File: src/rtl/refsel_pkg.sv
package refsel_pkg;
  typedef enum logic [2:0] {
    ST_START      = 3'd0,
    ST_LOCK_A     = 3'd1,
    ST_LOCK_B     = 3'd2,
    ST_QUAL       = 3'd3,
    ST_HOLD_AUTO  = 3'd4,
    ST_HOLD_FORCE = 3'd5
  } sup_state_t;
endpackage

File: src/rtl/refsel_qual_timer.sv
module refsel_qual_timer #(
  parameter int QUAL_TICKS = 500
) (
  input  logic clk,
  input  logic rst,
  input  logic clear,
  input  logic run,
  input  logic tick,
  output logic done
);
  localparam int CW = (QUAL_TICKS > 1) ? $clog2(QUAL_TICKS) : 1;
  localparam logic [CW-1:0] LAST = CW'(QUAL_TICKS - 1);

  logic [CW-1:0] cnt_q;

  // Window closes on the strobe that completes QUAL_TICKS counts.
  assign done = run && tick && (cnt_q == LAST);

  always_ff @(posedge clk) begin
    if (rst || clear || !run) begin
      cnt_q <= '0;
    end else if (tick) begin
      cnt_q <= done ? '0 : cnt_q + 1'b1;
    end
  end

  // the count never runs past the last strobe of the window
  p_cnt_range_r5: assert property (@(posedge clk) disable iff (rst)
    cnt_q <= LAST);
endmodule

File: src/rtl/refsel_fsm.sv
module refsel_fsm
  import refsel_pkg::*;
(
  input  logic       clk,
  input  logic       rst,
  input  logic       sel_b,
  input  logic       force_hold,
  input  logic       lock_lost,
  input  logic [1:0] ref_lost,
  input  logic [1:0] ref_oor,
  input  logic       qual_done,
  output logic       qual_clear,
  output logic       qual_run,
  output logic       use_b,
  output logic       holdover,
  output logic       alarm
);
  sup_state_t state_q, state_nx;
  logic       act_nx, hold_nx, alarm_nx;
  logic [1:0] bad;
  logic       both_lost;

  assign bad       = ref_lost | ref_oor;
  assign both_lost = &ref_lost;
  assign qual_run  = (state_q == ST_QUAL) && !bad[use_b];

  always_comb begin
    state_nx   = state_q;
    act_nx     = use_b;
    qual_clear = 1'b0;
    if (force_hold) begin
      state_nx = ST_HOLD_FORCE;
    end else if (both_lost) begin
      state_nx = ST_HOLD_AUTO;
    end else begin
      unique case (state_q)
        ST_START: begin
          act_nx = sel_b;
          if (!lock_lost) state_nx = sel_b ? ST_LOCK_B : ST_LOCK_A;
        end
        ST_LOCK_A, ST_LOCK_B: begin
          if (sel_b != use_b) begin
            state_nx   = ST_QUAL;
            act_nx     = sel_b;
            qual_clear = 1'b1;
          end
        end
        ST_QUAL: begin
          if (sel_b != use_b) begin
            act_nx     = sel_b;
            qual_clear = 1'b1;
          end else if (qual_done) begin
            state_nx = use_b ? ST_LOCK_B : ST_LOCK_A;
          end
        end
        default: begin
          state_nx   = ST_QUAL;
          act_nx     = sel_b;
          qual_clear = 1'b1;
        end
      endcase
    end
  end

  always_comb begin
    hold_nx = (state_nx == ST_HOLD_AUTO) || (state_nx == ST_HOLD_FORCE) ||
              ((state_nx == ST_QUAL) && holdover);
    unique case (state_nx)
      ST_START:      alarm_nx = 1'b1;
      ST_LOCK_A,
      ST_LOCK_B:     alarm_nx = bad[act_nx] | lock_lost;
      ST_QUAL:       alarm_nx = bad[act_nx];
      ST_HOLD_AUTO:  alarm_nx = 1'b1;
      default:       alarm_nx = bad[sel_b];
    endcase
  end

  always_ff @(posedge clk) begin
    if (rst) begin
      state_q  <= ST_START;
      use_b    <= 1'b0;
      holdover <= 1'b0;
      alarm    <= 1'b1;
    end else begin
      state_q  <= state_nx;
      use_b    <= act_nx;
      holdover <= hold_nx;
      alarm    <= alarm_nx;
    end
  end

  p_force_r3: assert property (@(posedge clk) disable iff (rst)
    force_hold |=> (holdover && state_q == ST_HOLD_FORCE));

  p_auto_hold_r4: assert property (@(posedge clk) disable iff (rst)
    (!force_hold && both_lost) |=> (holdover && alarm));

  p_lol_blank_r5: assert property (@(posedge clk) disable iff (rst)
    (state_q == ST_QUAL && !force_hold && !both_lost && sel_b == use_b &&
     !qual_done && !bad[use_b]) |=> !alarm);

  p_bad_target_r6: assert property (@(posedge clk) disable iff (rst)
    ((state_q == ST_LOCK_A || state_q == ST_LOCK_B) && sel_b != use_b &&
     !force_hold && !both_lost && bad[sel_b]) |=> alarm);

  p_exit_locked_r7: assert property (@(posedge clk) disable iff (rst)
    $fell(holdover) |-> (state_q == ST_LOCK_A || state_q == ST_LOCK_B));

  p_startup_alarm_r9: assert property (@(posedge clk) disable iff (rst)
    (state_q == ST_START) |-> alarm);
endmodule

File: src/rtl/refsel_supervisor.sv
module refsel_supervisor #(
  parameter int QUAL_TICKS = 500
) (
  input  logic       clk,
  input  logic       rst,
  input  logic       sel_b,
  input  logic       force_hold,
  input  logic       tick,
  input  logic [1:0] ref_lost,
  input  logic [1:0] ref_oor,
  input  logic       lock_lost,
  output logic       use_b,
  output logic       holdover,
  output logic       alarm
);
  logic qual_clear, qual_run, qual_done;

  refsel_qual_timer #(.QUAL_TICKS(QUAL_TICKS)) u_timer (
    .clk   (clk),
    .rst   (rst),
    .clear (qual_clear),
    .run   (qual_run),
    .tick  (tick),
    .done  (qual_done)
  );

  refsel_fsm u_fsm (
    .clk        (clk),
    .rst        (rst),
    .sel_b      (sel_b),
    .force_hold (force_hold),
    .lock_lost  (lock_lost),
    .ref_lost   (ref_lost),
    .ref_oor    (ref_oor),
    .qual_done  (qual_done),
    .qual_clear (qual_clear),
    .qual_run   (qual_run),
    .use_b      (use_b),
    .holdover   (holdover),
    .alarm      (alarm)
  );
endmodule

File: config.mk
export PLATFORM = sky130hd
export DESIGN_NAME = refsel_supervisor
export DESIGN_NICKNAME = d
export VERILOG_FILES = /design/src/rtl/refsel_pkg.sv /design/src/rtl/refsel_qual_timer.sv /design/src/rtl/refsel_fsm.sv /design/src/rtl/refsel_supervisor.sv
export SDC_FILE = /design/constraint.sdc
export NUM_CORES = 1
export LEC_CHECK = 0
export CAP_MARGIN = 20
export CORE_AREA = 2 2 47 60
export CTS_BUF_LIST = sky130_fd_sc_hd__clkbuf_8 sky130_fd_sc_hd__clkbuf_16
export CTS_CLUSTER_DIAMETER = 150
export CTS_CLUSTER_SIZE = 12
export DETAILED_ROUTE_END_ITERATION = 8
export DIE_AREA = 0 0 49 62
export GPL_TIMING_DRIVEN = 0
export HOLD_SLACK_MARGIN = 0.05
export SETUP_SLACK_MARGIN = 0.1
export SLEW_MARGIN = 10
export SYNTH_ARGS = -nofsm -noshare
export SYNTH_HDL_FRONTEND = slang
export SYNTH_SLANG_ARGS = --single-unit
File: constraint.sdc
create_clock -name clk -period 2.2 [get_ports clk]
set_input_delay 0.44 -clock clk [delete_from_list [all_inputs] [get_ports clk]]
set_output_delay 0.44 -clock clk [all_outputs]
set_load 0.03 [all_outputs]
# Word-level counts from Yosys, hierarchy flattened
# Index checks and enable logic that the tools add are counted.
totals:
  reg_bits: 15
  inputBits: 10
  wordCells: 63
classes:
  addsub: 1
  order_cmp: 3
  eq_ne: 10
  muxes: 25
  bitwise: 2
  n_reduce_logical: 17
ops:
  columns: ["operator", "n"]
  rows:
  - ["3-bit 2-to-1 mux", 6]
  - ["1-bit 2-to-1 mux", 13]
  - ["3-bit by 2-bit equality test with 1-bit output (second input constant)", 4]
  - ["9-bit by 1-bit adder with 9-bit output (second input constant)", 1]
  - ["9-bit equality test (second input constant)", 1]
  - ["9-bit 2-to-1 mux", 1]
  - ["3-bit one-hot mux with 3 select lines", 1]
  - ["3-bit by 1-bit equality test with 1-bit output (second input constant)", 2]
  - ["3-bit equality test (second input constant)", 2]
  - ["3-bit logical NOT", 2]
  - ["1-bit by 2-bit < comparator with 1-bit output (second input constant)", 3]
  - ["2-bit OR reduction", 3]
  - ["1-bit logical AND", 4]
  - ["1-bit logical OR", 4]
  - ["2-bit 2-to-1 mux", 2]
  - ["1-bit one-hot mux with 3 select lines", 1]
  - ["3-bit OR reduction", 1]
  - ["1-bit logical NOT", 2]
  - ["2-bit OR", 1]
  - ["1-bit one-hot mux with 2 select lines", 1]
  - ["2-bit AND reduction", 1]
  - ["1-bit != test", 1]
  - ["1-bit OR", 1]

# Longest topological paths before layout
depth:
  ltp_word: 15
  mapped_depth: 8

# Cells and area by module
# Synthesis repeated with hierarchy kept, for this count alone.
unflattened:
  hier_cells: 98
  area_unflattened_um2: 828.3
modules_own_cells:
  columns: ["module", "instances", "cells_per_inst", "area_per_inst_um2"]
  rows:
  - ["refsel_qual_timer", 1, 51, 456.7]
  - ["refsel_fsm", 1, 47, 371.6]

# Worst setup path after synthesis
# OpenSTA, ideal clock, no wires.
synth_timing:
  kind: "reg-to-reg"
  start: "reg u_fsm.use_b"
  end: "reg u_fsm.alarm"
  setup_ns: 0.126
  t_arrival_ns: 1.707
  required_time_ns: 2.074
  setup_slack_ns: 0.368
  path_stages_with_launch: 8
  path_buffers: 0
  cell_sequence: "dfxtp_1 inv_1 ha_1 nor2b_1 o41ai_1 a31oi_1 nor4_1 a21oi_1"
synth_between:
  elab_chain_len: 14
synth_lines:
  columns: ["element", "line_no", "source"]
  rows:
  - ["start: declaration", "refsel_fsm.sv:14", "output logic use_b,"]
  - ["start signal: assignment", "refsel_fsm.sv:86", "use_b <= act_nx;"]
  - ["1-bit 2-to-1 mux (implied by the code) (2 in series)", "refsel_fsm.sv:25", "assign qual_run = (state_q == ST_QUAL) && !bad[use_b];"]
  - ["1-bit logical NOT", "refsel_fsm.sv:25", null]
  - ["1-bit logical AND", "refsel_fsm.sv:25", null]
  - ["1-bit logical AND (2 in series)", "refsel_qual_timer.sv:17", "assign done = run && tick && (cnt_q == LAST);"]
  - ["3-bit 2-to-1 mux", "refsel_fsm.sv:52", "end else if (qual_done) begin"]
  - ["3-bit 2-to-1 mux", "refsel_fsm.sv:49", "if (sel_b != use_b) begin"]
  - ["3-bit one-hot mux with 3 select lines", "refsel_fsm.sv:36", "unique case (state_q)"]
  - ["3-bit 2-to-1 mux", "refsel_fsm.sv:33", "end else if (both_lost) begin"]
  - ["3-bit 2-to-1 mux", "refsel_fsm.sv:31", "if (force_hold) begin"]
  - ["3-bit equality test (tied with other cells)", "refsel_fsm.sv:68", "unique case (state_nx)"]
  - ["2-bit OR reduction (on tied branches)", null, null]
  - ["1-bit one-hot mux with 3 select lines (*)", "refsel_fsm.sv:68", null]
  - ["end signal: assignment", "refsel_fsm.sv:88", "alarm <= alarm_nx;"]
  - ["end: declaration", "refsel_fsm.sv:16", "output logic alarm"]
# Every way passes the cells marked *; elsewhere a longest branch is shown, timed or not. The select of a mux whose other input is x is not followed.
# A chain may end at the register's enable or synchronous reset.

# Worst setup path in the final report
layout_timing:
  start: "in ref_lost[1]"
  end: "reg u_fsm.alarm"
layout_between:
  elab_chain_len: 15
layout_lines:
  columns: ["element", "line_no", "source"]
  rows:
  - ["start: declaration", "refsel_supervisor.sv:9", "input logic [1:0] ref_lost,"]
  - ["2-bit OR", "refsel_fsm.sv:23", "assign bad = ref_lost | ref_oor;"]
  - ["1-bit 2-to-1 mux (implied by the code) (2 in series)", "refsel_fsm.sv:25", null]
  - ["1-bit logical NOT", "refsel_fsm.sv:25", null]
  - ["1-bit logical AND", "refsel_fsm.sv:25", null]
  - ["1-bit logical AND (2 in series)", "refsel_qual_timer.sv:17", null]
  - ["3-bit 2-to-1 mux", "refsel_fsm.sv:52", null]
  - ["3-bit 2-to-1 mux", "refsel_fsm.sv:49", null]
  - ["3-bit one-hot mux with 3 select lines", "refsel_fsm.sv:36", null]
  - ["3-bit 2-to-1 mux", "refsel_fsm.sv:33", null]
  - ["3-bit 2-to-1 mux", "refsel_fsm.sv:31", null]
  - ["3-bit equality test (tied with other cells)", "refsel_fsm.sv:68", null]
  - ["2-bit OR reduction (on tied branches)", null, null]
  - ["1-bit one-hot mux with 3 select lines (*)", "refsel_fsm.sv:68", null]
# Marked as above.

==> flow_metrics.py <==
metrics = {
    "status": {
        "outcome": "complete, no violations",
    },
    "synth": {
        "yosys_most_used_dff": "dfxtp_1",
        "synth_most_common_cell": "nor2_1",
        "synth.ff_latch_count": 15,
        "yosysWarningCount": 0,
        "synth_area_leader_cell": "dfxtp_1",
        "syn_nets": 110,
        "synthArstFlopShare_pct": 0,
        "synth_top_area_share_pct": 36.6,
        "syn_area_um2": 820,
        "synthTopCellsByArea": "dfxtp_1, nor2_1, mux2i_1",
        "yosys-top-cells-count": "nor2_1, dfxtp_1, nand2_1",
        "synth_edf_count": 0,
        "synth-seq-area-share_pct": 36.6,
        "synthCells": 97,
        "syn_avg_cell_area_um2": 8.45,
        "synth_cell_types": 28,
    },
    "timing": {
        "hold_viol_final": 0,
        "layout_setup_ws_ns": 0.224,
        "fin_crit_sh_pct": 89.8,
        "finalSetupViolCount": 0,
        "timing.setup.tns_ns": 0,
        "slew_headroom_pct": 76.6,
        "min_period_ns": 1.98,
        "finClkSkew_ns": 0.00153,
        "tightest_slew_ns": 0.351,
        "rsz0062_at_grt": "false",
        "fmax_mhz": 506,
        "slew_violations": 0,
        "hold_ws_ns": 0.471,
    },
    "finish": {
        "finish.utilization_pct": 41.1,
        "fin_cells": 147,
        "multi_input_area_um2": 520,
        "fill_cells": 257,
        "area_growth_syn_to_layout_pct": 27.8,
        "drive_gt1_share_pct": 9.73,
        "fin_nets": 127,
        "design_area_um2": 1050,
        "regArea_um2": 300,
        "num_antenna_cells": 0,
    },
    "pwr": {
        "seqPwrFrac_pct": 47.4,
        "power-per-cell-area_nw_per_um2": 579,
        "p_int_mw": 0.454,
        "switching_share_pct": 25.1,
        "p_clk_share_pct": 36.0,
        "ir_worst_vdd_uv": 383,
        "power_mw": 0.606,
        "pwr-share-comb_pct": 16.7,
        "power.leakage_nw": 0.381,
        "p_switching_mw": 0.152,
    },
    "worst_setup_path": {
        "worst_setup_path_end_kind": "flop",
        "required_ns": 2.37,
        "crit_path_start_kind": "input port",
        "crit_type": "in -> reg",
        "arrival_ns": 2.15,
        "crit_fanout": 4,
    },
    "placement": {
        "place_inst": 143,
        "pre_cts_ws_ns": -0.186,
        "post_dp_cell_area_um2": 982,
        "dp_hpwl_um": 1370,
        "port-buffer-count": 12,
        "gp_congestion": 0.833,
    },
    "route": {
        "drtPass1Iterations": 4,
        "ant_nets": 0,
        "viasPerCell": 4.82,
        "drtIter0Drc": 12,
        "route.vias.total": 709,
        "wl_um": 1670,
        "drc_errors": 0,
        "routedWlPerCell_um": 11.4,
    },
    "floorplan": {
        "start_util_pct": 32.2,
        "coreArea_um2": 2550,
        "die_h_um": 62,
        "dieArea_um2": 3040,
        "rows": 21,
        "die_w_um": 49,
        "pin_count": 13,
    },
    "clock_tree": {
        "root_buffer": "clkbuf_8",
        "clk_pin_slew_worst_paths_ns": 0.06,
        "ctsHoldBuffers": 0,
        "htree_levels": 1,
        "tritoncts": "built",
        "numCtsBuffers": 3,
        "clock_sinks": 15,
        "post_cts_buffers": 0,
        "cts_buffer_depth": 2,
        "clock_latency_ns": 0.24,
    },
    "grt": {
        "grt_usage_pct": 12.2,
        "grt_max_degree": 10,
        "grt_overflow": 0,
        "grt_pass1_wl_um": 2860,
        "grt_antenna_before_repair": 0,
        "grt_pass1_vias": 664,
    },
    "run": {
        "maxCapViolCount": 0,
    },
    "worst_hold_path": {
        "hp-class": "reg -> reg",
    },
}
## worst paths after layout
kind | start | end | slack [ns] | cells past startpoint
hold / removal | u_fsm.holdover$_SDFF_PP0_ | u_fsm.holdover$_SDFF_PP0_ | 0.47 | 2
hold reg to reg | u_fsm.holdover$_SDFF_PP0_ | u_fsm.holdover$_SDFF_PP0_ | 0.47 | 2
setup / recovery | ref_lost[1] | u_fsm.alarm$_SDFF_PP1_ | 0.22 | 7
setup reg to reg | u_fsm.use_b$_SDFF_PP0_ | u_fsm.alarm$_SDFF_PP1_ | 0.40 | 7
## timing repair
| item | 4_1_cts | 5_1_grt |
|---|---|---|
| gates resized for setup | 1 | 2 |
| gates cloned | 0 | 0 |
| pin swaps | 0 | 0 |
| setup endpoints to repair | 1 | 2 |
## power groups by stage
stage | Sequential (mW) | Clock (mW) | Combinational, mW
2_1_floorplan | 0.299 | 0 | 0.0494
3_3_place_gp | 0.293 | 0 | 0.0963
3_5_place_dp | 0.293 | 0 | 0.0974
4_1_cts | 0.287 | 0.225 | 0.102
5_1_grt | 0.288 | 0.238 | 0.111
6_report | 0.287 | 0.218 | 0.101
## final cells by class
cell class,count,share of cell area [%]
clock buffers,3,3.94
clock inverters,1,0.478
inverters,4,1.43
multi-input cells,78,49.7
flip-flops and latches,15,28.7
well taps,34,4.06
repair buffers,12,11.7
## critical path, stage by stage
cell and delay, ns:
clkdlybuf4s50_1 0.48, or3b_4 0.43, nor4_4 0.24, o211ai_2 0.15, a21oi_2 0.20, nor4_1 0.07, a21oi_1 0.14
## registers in the layout, indices dropped and copies added, names as in the netlist
signal	flops
u_timer.cnt_q	9
u_fsm.state_q	3
u_fsm.alarm	1
u_fsm.holdover	1
u_fsm.use_b	1
## metal layers
layer / part of all wire, % / up-vias / global-route usage (%)
li1: - / 373 / -
met3: 3.7 / 2 / 3.35
met4: 0.36 / 0 / 3.67
met1: 45 / 319 / 13.1
met5: 0 / - / 0
met2: 51 / 15 / 23.7
## cell families (layout without fill, tap and decap cells)
kind of cell             after synthesis  in the layout  synth area share, %
AO/OA/AOI/OAI                         15             15                 13.4
XOR/XNOR                               8              8                 8.55
adder cells (fa/ha/maj)                3              3                 4.58
buffers and inverters                  4             20                 1.83
flip-flops                            15             15                 36.6
multiplexers                           5              5                 6.11
AND/OR/NAND/NOR                       47             47                 28.9
## layout by cell type, fill, tap and decap left out, drive strengths merged
master          n
clkinv          1
dlymetal6s2s    1
xor2            4
nor3            3
o211ai          1
nand2           7
o21bai          1
nor4            2
nor2b           1
dfxtp          15
nand4bb         1
a21oi           6
clkdlybuf4s50  11
xnor2           4
o31ai           1
nand4           4
nand2b          1
ha              3
and2b           1
nor2           24
clkbuf          3
o41ai           1
o21ai           2
a31oi           1
nand3           2
mux2i           5
a2111oi         1
or3b            1
inv             4
o22a            1
Note: power is estimated with default switching activity, not from simulation.
